===== src/rtl/sdc_pkg.sv =====
package sdc_pkg;

  // Bit positions of the actions carried by a control command
  localparam int CB_HI_A    = 0;
  localparam int CB_HI_B    = 1;
  localparam int CB_SET_HI  = 2;
  localparam int CB_CLEAR   = 3;
  localparam int CB_SET_REV = 4;
  localparam int CB_DECR    = 6;
  localparam int CB_CLR_REV = 7;

  // Strobes from control to datapath
  typedef struct packed {
    logic loadLow;
    logic ctrlAct;
    logic clrCount;
    logic setHigh;
    logic decr;
    logic setRev;
    logic clrRev;
    logic step;
  } strobe_t;

endpackage


===== src/rtl/sdc_ctrl.sv =====
module sdc_ctrl
  import sdc_pkg::*;
#(
  parameter int BYTE_W = 8
) (
  input  logic [BYTE_W-1:0] cmdBus,
  input  logic              cmdValid,
  input  logic              tagLoadLow,
  input  logic              tagCtrl,
  input  logic              deviceCheck,
  input  logic              diag1,
  input  logic              diag2,
  input  logic              onCylinder,
  input  logic              trackPulse,
  input  logic              atTerminal,
  output strobe_t           stb
);

  logic permitted;
  logic lowAccept;
  logic ctrlAccept;

  always_comb begin
    permitted  = cmdValid && !deviceCheck && (!diag1 || diag2)
                 && (onCylinder || diag2);
    lowAccept  = tagLoadLow && cmdValid;
    ctrlAccept = tagCtrl && !lowAccept && permitted;
  end

  always_comb begin
    stb          = '0;
    stb.loadLow  = lowAccept;
    stb.ctrlAct  = ctrlAccept;
    stb.clrCount = ctrlAccept && cmdBus[CB_CLEAR];
    stb.setHigh  = ctrlAccept && cmdBus[CB_SET_HI];
    stb.decr     = ctrlAccept && cmdBus[CB_DECR];
    stb.setRev   = ctrlAccept && cmdBus[CB_SET_REV];
    stb.clrRev   = ctrlAccept && (cmdBus[CB_CLR_REV] || cmdBus[CB_CLEAR]);
    stb.step     = trackPulse && !lowAccept && !ctrlAccept && !atTerminal;
  end

endmodule


===== src/rtl/sdc_datapath.sv =====
module sdc_datapath
  import sdc_pkg::*;
#(
  parameter int CNT_W  = 10,
  parameter int BYTE_W = 8
) (
  input  logic              clk,
  input  logic              rstN,
  input  strobe_t           stb,
  input  logic [BYTE_W-1:0] cmdBus,
  output logic [CNT_W-1:0]  count,
  output logic              reverse
);

  localparam int HIGH_W = CNT_W - BYTE_W;

  logic [BYTE_W-1:0] lowIn;
  logic [HIGH_W-1:0] highIn;
  logic [CNT_W-1:0]  ctrlNext;
  logic [CNT_W-1:0]  countNext;
  logic              revNext;

  // Bus bit 0 carries the heaviest weight of the lower byte
  for (genvar i = 0; i < BYTE_W; i++) begin : g_low
    assign lowIn[BYTE_W-1-i] = cmdBus[i];
  end

  // Bus bit 0 carries the heaviest upper bit
  for (genvar j = 0; j < HIGH_W; j++) begin : g_high
    assign highIn[HIGH_W-1-j] = cmdBus[j];
  end

  always_comb begin
    ctrlNext = count;
    if (stb.clrCount) ctrlNext = '0;
    if (stb.setHigh)  ctrlNext[CNT_W-1:BYTE_W] = highIn;
    if (stb.decr && (ctrlNext != '0)) ctrlNext = ctrlNext - 1'b1;
  end

  always_comb begin
    countNext = count;
    if (stb.loadLow)      countNext = {count[CNT_W-1:BYTE_W], lowIn};
    else if (stb.ctrlAct) countNext = ctrlNext;
    else if (stb.step)    countNext = count + 1'b1;
  end

  always_comb begin
    revNext = reverse;
    if (stb.clrRev) revNext = 1'b0;
    if (stb.setRev) revNext = 1'b1;
  end

  always_ff @(posedge clk or negedge rstN) begin
    if (!rstN) begin
      count   <= '0;
      reverse <= 1'b0;
    end else begin
      count   <= countNext;
      reverse <= revNext;
    end
  end

endmodule


===== src/rtl/sdc_readback.sv =====
module sdc_readback #(
  parameter int CNT_W   = 10,
  parameter int BYTE_W  = 8,
  parameter int REV_POS = 4
) (
  input  logic [CNT_W-1:0]  count,
  input  logic              reverse,
  input  logic              halfTrack,
  output logic [BYTE_W-1:0] statusHigh,
  output logic [BYTE_W-1:0] statusLow,
  output logic              terminal,
  output logic              fineEnable
);

  localparam int HIGH_W = CNT_W - BYTE_W;
  localparam logic [CNT_W-1:0] ALL_ONES = '1;
  localparam logic [CNT_W-1:0] ONE_TO_GO = ALL_ONES - 1'b1;

  for (genvar i = 0; i < BYTE_W; i++) begin : g_low
    assign statusLow[i] = count[BYTE_W-1-i];
  end

  for (genvar k = 0; k < BYTE_W; k++) begin : g_high
    if (k < HIGH_W) begin : g_cnt
      assign statusHigh[k] = count[CNT_W-1-k];
    end else if (k == REV_POS) begin : g_rev
      assign statusHigh[k] = reverse;
    end else begin : g_zero
      assign statusHigh[k] = 1'b0;
    end
  end

  assign terminal   = (count == ALL_ONES);
  assign fineEnable = (count == ONE_TO_GO) && halfTrack;

endmodule


===== src/rtl/seek_diff_counter.sv =====
module seek_diff_counter
  import sdc_pkg::*;
#(
  parameter int CNT_W  = 10,
  parameter int BYTE_W = 8
) (
  input  logic              clk,
  input  logic              rstN,
  input  logic [BYTE_W-1:0] cmdBus,
  input  logic              cmdValid,
  input  logic              tagLoadLow,
  input  logic              tagCtrl,
  input  logic              deviceCheck,
  input  logic              diag1,
  input  logic              diag2,
  input  logic              onCylinder,
  input  logic              trackPulse,
  input  logic              halfTrack,
  output logic [BYTE_W-1:0] statusHigh,
  output logic [BYTE_W-1:0] statusLow,
  output logic              terminal,
  output logic              fineEnable
);

  strobe_t          stb;
  logic [CNT_W-1:0] count;
  logic             reverse;

  sdc_ctrl #(.BYTE_W(BYTE_W)) ctrl_i (
    .cmdBus(cmdBus), .cmdValid(cmdValid), .tagLoadLow(tagLoadLow),
    .tagCtrl(tagCtrl), .deviceCheck(deviceCheck), .diag1(diag1),
    .diag2(diag2), .onCylinder(onCylinder), .trackPulse(trackPulse),
    .atTerminal(terminal), .stb(stb)
  );

  sdc_datapath #(.CNT_W(CNT_W), .BYTE_W(BYTE_W)) dp_i (
    .clk(clk), .rstN(rstN), .stb(stb), .cmdBus(cmdBus),
    .count(count), .reverse(reverse)
  );

  sdc_readback #(.CNT_W(CNT_W), .BYTE_W(BYTE_W), .REV_POS(CB_SET_REV)) rb_i (
    .count(count), .reverse(reverse), .halfTrack(halfTrack),
    .statusHigh(statusHigh), .statusLow(statusLow),
    .terminal(terminal), .fineEnable(fineEnable)
  );

endmodule


===== config.mk =====
export PLATFORM = sky130hd
export DESIGN_NAME = seek_diff_counter
export DESIGN_NICKNAME = d
export VERILOG_FILES = /design/src/rtl/sdc_pkg.sv /design/src/rtl/sdc_ctrl.sv /design/src/rtl/sdc_datapath.sv /design/src/rtl/sdc_readback.sv /design/src/rtl/seek_diff_counter.sv
export SDC_FILE = /design/constraint.sdc
export NUM_CORES = 1
export LEC_CHECK = 0
export BUFFER_PORTS_ARGS = -buffer_cell sky130_fd_sc_hd__buf_2
export CAP_MARGIN = 30
export CORE_ASPECT_RATIO = 0.9
export CORE_UTILIZATION = 44
export CTS_BUF_LIST = sky130_fd_sc_hd__clkbuf_2
export DETAILED_ROUTE_END_ITERATION = 12
export GPL_TIMING_DRIVEN = 0
export HOLD_SLACK_MARGIN = 0.06
export PLACE_DENSITY = 0.71
export SYNTH_ARGS = -nofsm -noshare
export SYNTH_HDL_FRONTEND = slang
export SYNTH_HIERARCHICAL = 1
export SYNTH_SLANG_ARGS = --single-unit

===== constraint.sdc =====
create_clock -name clk -period 1.83 [get_ports clk]
set_input_delay 0.366 -clock clk [delete_from_list [all_inputs] [get_ports clk]]
set_output_delay 0.366 -clock clk [all_outputs]
set_load 0.02 [all_outputs]

[Yosys cells after proc, flatten, opt, wreduce, memory -nomap -nowiden]
Index checks and enable logic that the tools add are counted.
Operators by class
  bitwise gates (word level): 1
  equality and inequality tests: 2
  reductions and logical operators: 29
  multiplexer cells: 8
  add/subtract/negate cells: 2
Operator list (number)
  two-way mux 10 bit: 4
  == test 10 bit (second input constant): 2
  logical AND 1 bit: 16
  adder 10 x 1 -> 10 bit (second input constant): 1
  nonzero test 10 bit: 1
  subtractor 10 x 1 -> 10 bit (second input constant): 1
  two-way mux 8 bit: 1
  zero test 1 bit: 5
  nonzero test 2 bit: 2
  logical OR 1 bit: 3
  nonzero test 3 bit: 1
  two-way mux 1 bit: 2
  two-way mux 2 bit: 1
  AND reduction 2 bit: 1
  inverter 1 bit: 1
Storage, ports and cells
  bits in registers: 11
  input bits: 19
  output and inout port bits: 18

[Longest topological paths before layout]
Gate-level depths: netlist (run 1).
  word-level depth: 13
  gate-level depth with buffers: 11

[By module]
Netlist (run 1), hierarchy kept.
Modules (own cells, without submodules)
  sdc_datapath: cells an instance 145, area each 1096.1 um^2, times used 1, seq. area each 275.3 um^2
  sdc_readback: cells an instance 24, area each 185.2 um^2, times used 1, seq. area each 0.0 um^2
  sdc_ctrl: cells an instance 12, area each 111.4 um^2, times used 1, seq. area each 0.0 um^2

[Least setup slack after synthesis (run 1)]
Ideal clock, no wire load.
  kind: in2reg
  start: input deviceCheck
  end: register dp_i.count[8]
  setup slack: -0.535 ns
  data required time: 1.695 ns
  stages: 11
  arrival time: 2.230 ns
  setup time: 0.135 ns
  cells stage by stage: and4bb_1 o21a_4 and2_1 clkbuf_1 nand2b_1 ha_1 and2_1 o21ai_0 nor3b_1 xnor2_1 o211ai_1
RTL lines
  start: declaration: line seek_diff_counter.sv:13  | input logic deviceCheck,
  end signal: assignment: line sdc_datapath.sv:58  | count <= countNext;
  end: declaration: line sdc_datapath.sv:11  | output logic [CNT_W-1:0] count,

==> run_results.csv, run 1 <==
group,metric,value,unit
power_and_ir_drop,p_per_area,605,mW/mm²
synth,syn_area,0.00139,mm²
global_routing,grt.overflow.total,0,
timing,report.final.slew_viol_count,0,
die,core_area,0.00288,mm²
cts,cts_tree,"done",
synth,yosysWarnings,6,
timing,post-route-period-util,113,%
die,io_pins,37,
final_layout,synthToLayoutAreaGrowth,51.3,%
final_layout,final_area,0.00211,mm²
route,dr.pass1.iters,4,
die,core.rowCount,18,
timing,clock.fmax,0.485,GHz
synth,synth_compound_area_share,23.3,%
final_layout,final_nets,264,
final_layout,antennaDiodeCount,0,
cts,clk_pin_slew,0.10,ns
global_routing,first_global_vias,1469,
critical_path,regToRegSetupSlack,-0.23,ns
route,drtAntennaViolNets,0,
place,hpwlAfterDp,2890,µm
power_and_ir_drop,power.leakage,0.894,nW
critical_path,critPathKind,"reg -> reg",
synth,synth_top_family_by_area,"simple AND/OR/NAND/NOR gates",
critical_path,critPathArrivalTime,2.21,ns
timing,maxSlewHeadroom,65.0,%
route,drc,0,
cts,ctsLongestPathBuffers,2,
final_layout,drive_above_1_share,54.1,%
critical_path,cpMaxStageDelayCell,"dfrtp_2",
global_routing,antenna_found_initial,0,
global_routing,gr-usage-all-layers,28.2,%
synth,synth-xor-area-share,3.14,%
critical_path,path_buf_inv,0,
timing,setup_viol,10,
final_layout,layout_common_cells,"buf_4, buf_2, nor2_1",
place,port_buffers,31,
critical_path,setup.worst_path.start_class,"flop",
synth,synthMuxAreaShare,1.53,%
critical_path,r2r_end,"dp_i/count[4]$_DFFE_PN0P_",
cts,worstSkewPairLatency,0.25,ns
synth,synth_edf_count,0,
synth,synth_top_area_share,19.8,%
route,wl_per_cell,16.1,µm
critical_path,cp.required,1.98,ns
synth,yosys-top-cells-area,"dfrtp_1, buf_4, nor2_1",
critical_path,path_cells,"nand4_4, nor4_4, nor4b_4, nand2_2, nor3_2, nor3_1, a32o_2",
critical_path,critPathMaxFanout,4,
place,place_ws,-0.518,ns
run_status,violations,"setup timing",
timing,min_period,2.06,ns
die,die_y,55.4,µm
timing,rsz0062_at_grt,"true",
critical_path,startpoint,"dp_i/count[2]$_DFFE_PN0P_",
timing,finClkSkew,0.000611,ns
place,routabilityCongestion,0.957,
cts,cts_buffers,3,
synth,yosysSeqAreaShare,19.8,%
synth,synth_area_leader_cell,"dfrtp_1",
min_path,min_path_type,"in -> reg",
critical_path,worst_path_dominant_cell_family,"simple AND/OR/NAND/NOR gates",
route,drtIter0Drc,110,
synth,ys_async_sr_fraction,100,%
synth,synth_cell_types,57,
die,initial_core_util,48.3,%
critical_path,reg2reg_depth,7,
critical_path,cp_num_cells,7,
critical_path,cp-end-kind,"flop",
die,die_w,61.3,µm
timing,tightest_slew,0.524,ns
global_routing,grt_pass1_wl,7070,µm
cts,cts_root_buf,"clkbuf_2",
critical_path,timing.critical_path.to,"dp_i/count[4]$_DFFE_PN0P_",
critical_path,max_stage_delay,0.46,ns
final_layout,final_common_cell,"buf_4",
cts,htreeDepth,1,
cts,cts_sinks,11,
place,place_area,0.00169,mm²
final_layout,fill_cells,225,
timing,setup_ws,-0.232,ns
synth,synthAdderAreaFrac,1.80,%
critical_path,reg2reg_from,"dp_i/count[2]$_DFFE_PN0P_",
synth,synth-simple-area-share,36.0,%
route,dr_total_vias,1607,
power_and_ir_drop,total_power,1.28,mW
route,routed_wl,4530,µm
timing,hold_slack,0.340,ns
global_routing,grt_max_degree,12,
timing,hold_viol,0,
die,die_area,0.00339,mm²
synth,syn_area_per_cell,7.69,µm²
route,vias_per_cell,5.70,
synth,ys_ff_latch,11,
run_status,status,"finished, violations left",
synth,postSynthCellCount,181,
flow_run,maxCapViolCount,0,
synth,ys.flop_type,"dfrtp_1",
power_and_ir_drop,ir_worst_vdd,0.243,mV
-- worst min path at each step --
stage / start / to / slack [ns] / depth (start not counted)
2_1_floorplan: rstN / dp_i/count[0]$_DFFE_PN0P_ / 0.07 / 0
5_1_grt: cmdBus[6] / dp_i/count[1]$_DFFE_PN0P_ / 0.36 / 3
3_5_place_dp: rstN / dp_i/reverse$_DFFE_PN0P_ / 0.24 / 1
3_3_place_gp: rstN / dp_i/reverse$_DFFE_PN0P_ / 0.24 / 1
6_report: cmdBus[6] / dp_i/count[1]$_DFFE_PN0P_ / 0.34 / 3
4_1_cts: cmdBus[6] / dp_i/count[1]$_DFFE_PN0P_ / 0.32 / 3
-- logic make-up (layout without fill, tap and decap cells) --
kind of cell               count (synthesis)  in the layout
buffers and inverters                     32             89
and+or+nand+nor                           82             82
other                                      1              5
muxes                                      2              2
AOI/OAI and AO/OA                         46             46
DFF                                       11             11
xor gates and xnor gates                   5              5
adders and majority gates                  2              2
-- routing by layer --
layer | vias to the layer above | wire [µm] | GRT usage (%)
li1 | 762 | - | -
met3 | 15 | 338 | 7.26
met5 | - | 0 | 0
met2 | 89 | 2220 | 42.2
met1 | 741 | 1840 | 36.0
met4 | 0 | 129 | 15.3
-- repair_timing --
item	in CTS	in global routing
setup endpoints to repair	12	12
pin swaps	20	24
endpoints found under the hold margin	11	0
hold buffers	1	0
buffers inserted	12	10
resized for setup	34	18
-- cells in the mapped netlist, drive strengths merged, types with 3 or more instances --
master,n
nor2b,4
a21oi,9
nor2,17
o21ai,11
a31oi,4
xor2,3
dfrtp,11
nand3,6
clkbuf,6
buf,20
inv,6
nand2b,7
nand2,13
nor3b,3
o211ai,4
nor4,4
nand4,3
nor3,8
and2,7
a22oi,3
-- sequential cells by signal, summed over array words and instances (netlist names) --
name,flops
dp_i/reverse,1
dp_i/count,10
-- layout make-up --
cell class,count,area (µm²),area share (%)
buffer,26,191,9.09
timing repair buffer,53,378,17.9
multi-input combinational,142,1160,54.9
clock buffer,4,20.0,0.950
inverter,6,22.5,1.07
sequential,11,288,13.7
tap,40,50.0,2.38
-- metrics by stage --
step / TNS, ns / std cells / util (%)
after floorplan: -1.10 / 185 / -
after global placement: -4.04 / 256 / 58.8
after detailed placement: -4.11 / 256 / 58.8
after CTS: -0.905 / 273 / 68.1
after global routing: -2.19 / 282 / 73.1
final: -1.30 / 282 / 73.1
-- worst min-delay path: stages --
cell,delay [ns]
buf_2,0.08
nand2_1,0.06
o41ai_2,0.06
-- report_power, final --
part	leakage [nW]	switching (mW)	internal (mW)
sequential	0.121	0.0505	0.295
combinational	0.757	0.444	0.349
clock	0.0166	0.0788	0.0580
Note: power is estimated with default switching activity, not from simulation.
==> inputs of run 2 (changes only) <==
MAX_ROUTING_LAYER = met4   (was not set)
==> run_results.csv, run 2 (same netlist as run 1, synthesis figures left out) <==
group,metric,value,unit
timing,tightest_slew,0.528,ns
final_layout,fill_cells,235,
timing,clock.fmax,0.491,GHz
critical_path,reg2reg_from,"dp_i/count[9]$_DFFE_PN0P_",
final_layout,reg_top3,"dp_i/count (10), dp_i/reverse (1)",
critical_path,path_cells,"buf_6, and4bb_1, o21a_4, and2_4, clkbuf_8, nand2b_4, ha_4, and2_4, o21ai_4, nor3b_2, xnor2_1, o211ai_1",
timing,min_period,2.04,ns
critical_path,setup.worst_path.start_class,"primary input",
critical_path,worst_path_dominant_cell_family,"simple AND/OR/NAND/NOR gates",
cts,cts_root_buf,"clkbuf_2",
timing,finClkSkew,0.00287,ns
route,dr_total_vias,1620,
place,hpwlAfterDp,2910,µm
power_and_ir_drop,swShare,44.6,%
timing,hold_viol,0,
final_layout,largest_reg_flops,10,
route,drc,0,
power_and_ir_drop,netSwitchingPower,0.554,mW
power_and_ir_drop,seqPwrFrac,27.9,%
min_path,worst_hold_path.endpoint,"dp_i/count[1]$_DFFE_PN0P_",
final_layout,post-route-util,70.0,%
cts,cts_tree,"done",
route,wl_per_cell,15.9,µm
route,drtIter0Drc,116,
power_and_ir_drop,power.leakage,0.853,nW
global_routing,antenna_found_initial,0,
cts,ctsLongestPathBuffers,2,
final_layout,regMostFlops,"dp_i/count",
global_routing,use_met3,3.04,%
die,die_area,0.00339,mm²
die,initial_core_util,48.3,%
power_and_ir_drop,ir_worst_vdd,0.265,mV
power_and_ir_drop,internal-power,0.688,mW
final_layout,antennaDiodeCount,0,
power_and_ir_drop,p_per_area,616,mW/mm²
critical_path,cp-end-kind,"flop",
critical_path,max_stage_delay,0.27,ns
die,core.rowCount,18,
timing,report.final.slew_viol_count,0,
min_path,hold_path_startpoint,"cmdBus[6]",
route,dr.pass1.iters,6,
final_layout,final_common_cell,"buf_4",
power_and_ir_drop,p_clk_share,11.1,%
cts,worstSkewPairLatency,0.25,ns
global_routing,busiest_layer,"met2",
critical_path,cp.required,1.97,ns
cts,clk_pin_slew,0.11,ns
route,vias_per_cell,5.74,
final_layout,synthToLayoutAreaGrowth,44.8,%
timing,post-route-period-util,111,%
critical_path,critPathKind,"in -> reg",
final_layout,final_nets,264,
place,routabilityCongestion,0.958,
die,die_y,55.4,µm
timing,setup_viol,9,
final_layout,layout_common_cells,"buf_4, buf_2, nor2_1",
place,place_ws,-0.530,ns
critical_path,path_buf_inv,2,
die,core_area,0.00288,mm²
cts,htreeDepth,1,
timing,rsz0062_at_grt,"true",
global_routing,grtUsageMet1,35.5,%
global_routing,grt.overflow.total,0,
critical_path,cpMostUsedCell,"and2_4",
run_status,status,"finished, violations left",
run_status,violations,"setup timing",
final_layout,stdcell_count,282,
die,die_w,61.3,µm
die,io_pins,37,
critical_path,regToRegSetupSlack,-0.20,ns
cts,cts_buffers,3,
critical_path,r2r_end,"dp_i/count[4]$_DFFE_PN0P_",
global_routing,grt_max_degree,13,
flow_run,maxCapViolCount,0,
power_and_ir_drop,comb_power_share,61.0,%
route,drtAntennaViolNets,0,
place,dp_cells,256,
min_path,hold_depth,3,
critical_path,cpMaxStageDelayCell,"and4bb_1",
critical_path,critPathMaxFanout,6,
critical_path,reg2reg_depth,7,
global_routing,grt_pass1_wl,6690,µm
cts,cts_sinks,11,
timing,maxSlewHeadroom,64.8,%
place,port_buffers,31,
min_path,min_path_type,"in -> reg",
global_routing,first_global_vias,1407,
global_routing,met2_usage,41.0,%
critical_path,critPathArrivalTime,2.17,ns
final_layout,drive_above_1_share,51.2,%
timing,setup_ws,-0.208,ns
global_routing,gr-usage-all-layers,26.9,%
route,routed_wl,4490,µm
## run 2: cell count changes in the layout (fill, tap and decap cells not counted), sizes merged
cell    before  now
clkbuf       9   10
buf         73   72
## run 2: timing repair
action | CTS | global route
hold endpoints to repair | 11 | 0
endpoints found under the setup margin | 11 | 12
gates resized for setup | 21 | 9
gates cloned | 0 | 0
pin swaps | 10 | 10
hold buffers | 1 | 0
setup buffers | 10 | 11
## run 2: per-stage QoR
step / total power [mW] / setup TNS [ns] / cell area [µm²] / hold WS (ns)
2_1_floorplan: 0.794 / -1.10 / 1490 / 0.0704
3_3_place_gp: 0.936 / -4.05 / 1690 / 0.239
3_5_place_dp: 0.952 / -4.16 / 1690 / 0.250
4_1_cts: 1.17 / -0.893 / 1900 / 0.322
5_1_grt: 1.32 / -1.83 / 2020 / 0.326
6_report: 1.24 / -1.02 / 2020 / 0.343
## run 2: worst register-to-register path, cell delays in order, from the launching register on
cell and delay (ns):
dfrtp_2 0.47, nand4_4 0.12, nor4_4 0.06, nor4b_4 0.42
nand2_2 0.20, nor3_2 0.28, nor3_1 0.08, a32o_1 0.29
## run 2: cell type report
type                    instances  area [µm²]  area share [%]
repair buffers                 53         352            17.4
inverters                       6        22.5            1.12
flip-flops and latches         11         288            14.3
multi-input cells             142        1100            54.4
clock buffers                   4        20.0           0.993
plain buffers                  26         188            9.31
well taps                      40        50.0            2.48
## run 2: worst max path at each step
| stage | end | cells past startpoint | startpoint |
|---|---|---|---|
| after floorplan | dp_i/count[4]$_DFFE_PN0P_ | 11 | tagLoadLow |
| after global placement | dp_i/count[4]$_DFFE_PN0P_ | 12 | tagLoadLow |
| after detailed placement | dp_i/count[4]$_DFFE_PN0P_ | 12 | tagLoadLow |
| after CTS | dp_i/count[8]$_DFFE_PN0P_ | 12 | deviceCheck |
| after global routing | dp_i/count[8]$_DFFE_PN0P_ | 8 | dp_i/count[2]$_DFFE_PN0P_ |
| final | dp_i/count[8]$_DFFE_PN0P_ | 12 | deviceCheck |
## run 2: metal layers
metal / part of all wire [%] / up-vias
li1: - / 760
met1: 40 / 744
met2: 49 / 104
met3: 8.5 / 12
met4: 1.9 / 0
met5: 0 / -
## run 2: power by group through the flow
| stage | clock (mW) | sequential, mW | combinational (mW) |
|---|---|---|---|
| after floorplan | 0 | 0.380 | 0.414 |
| after global placement | 0 | 0.415 | 0.521 |
| after detailed placement | 0 | 0.420 | 0.532 |
| after CTS | 0.141 | 0.387 | 0.642 |
| after global routing | 0.154 | 0.354 | 0.809 |
| final | 0.138 | 0.346 | 0.758 |
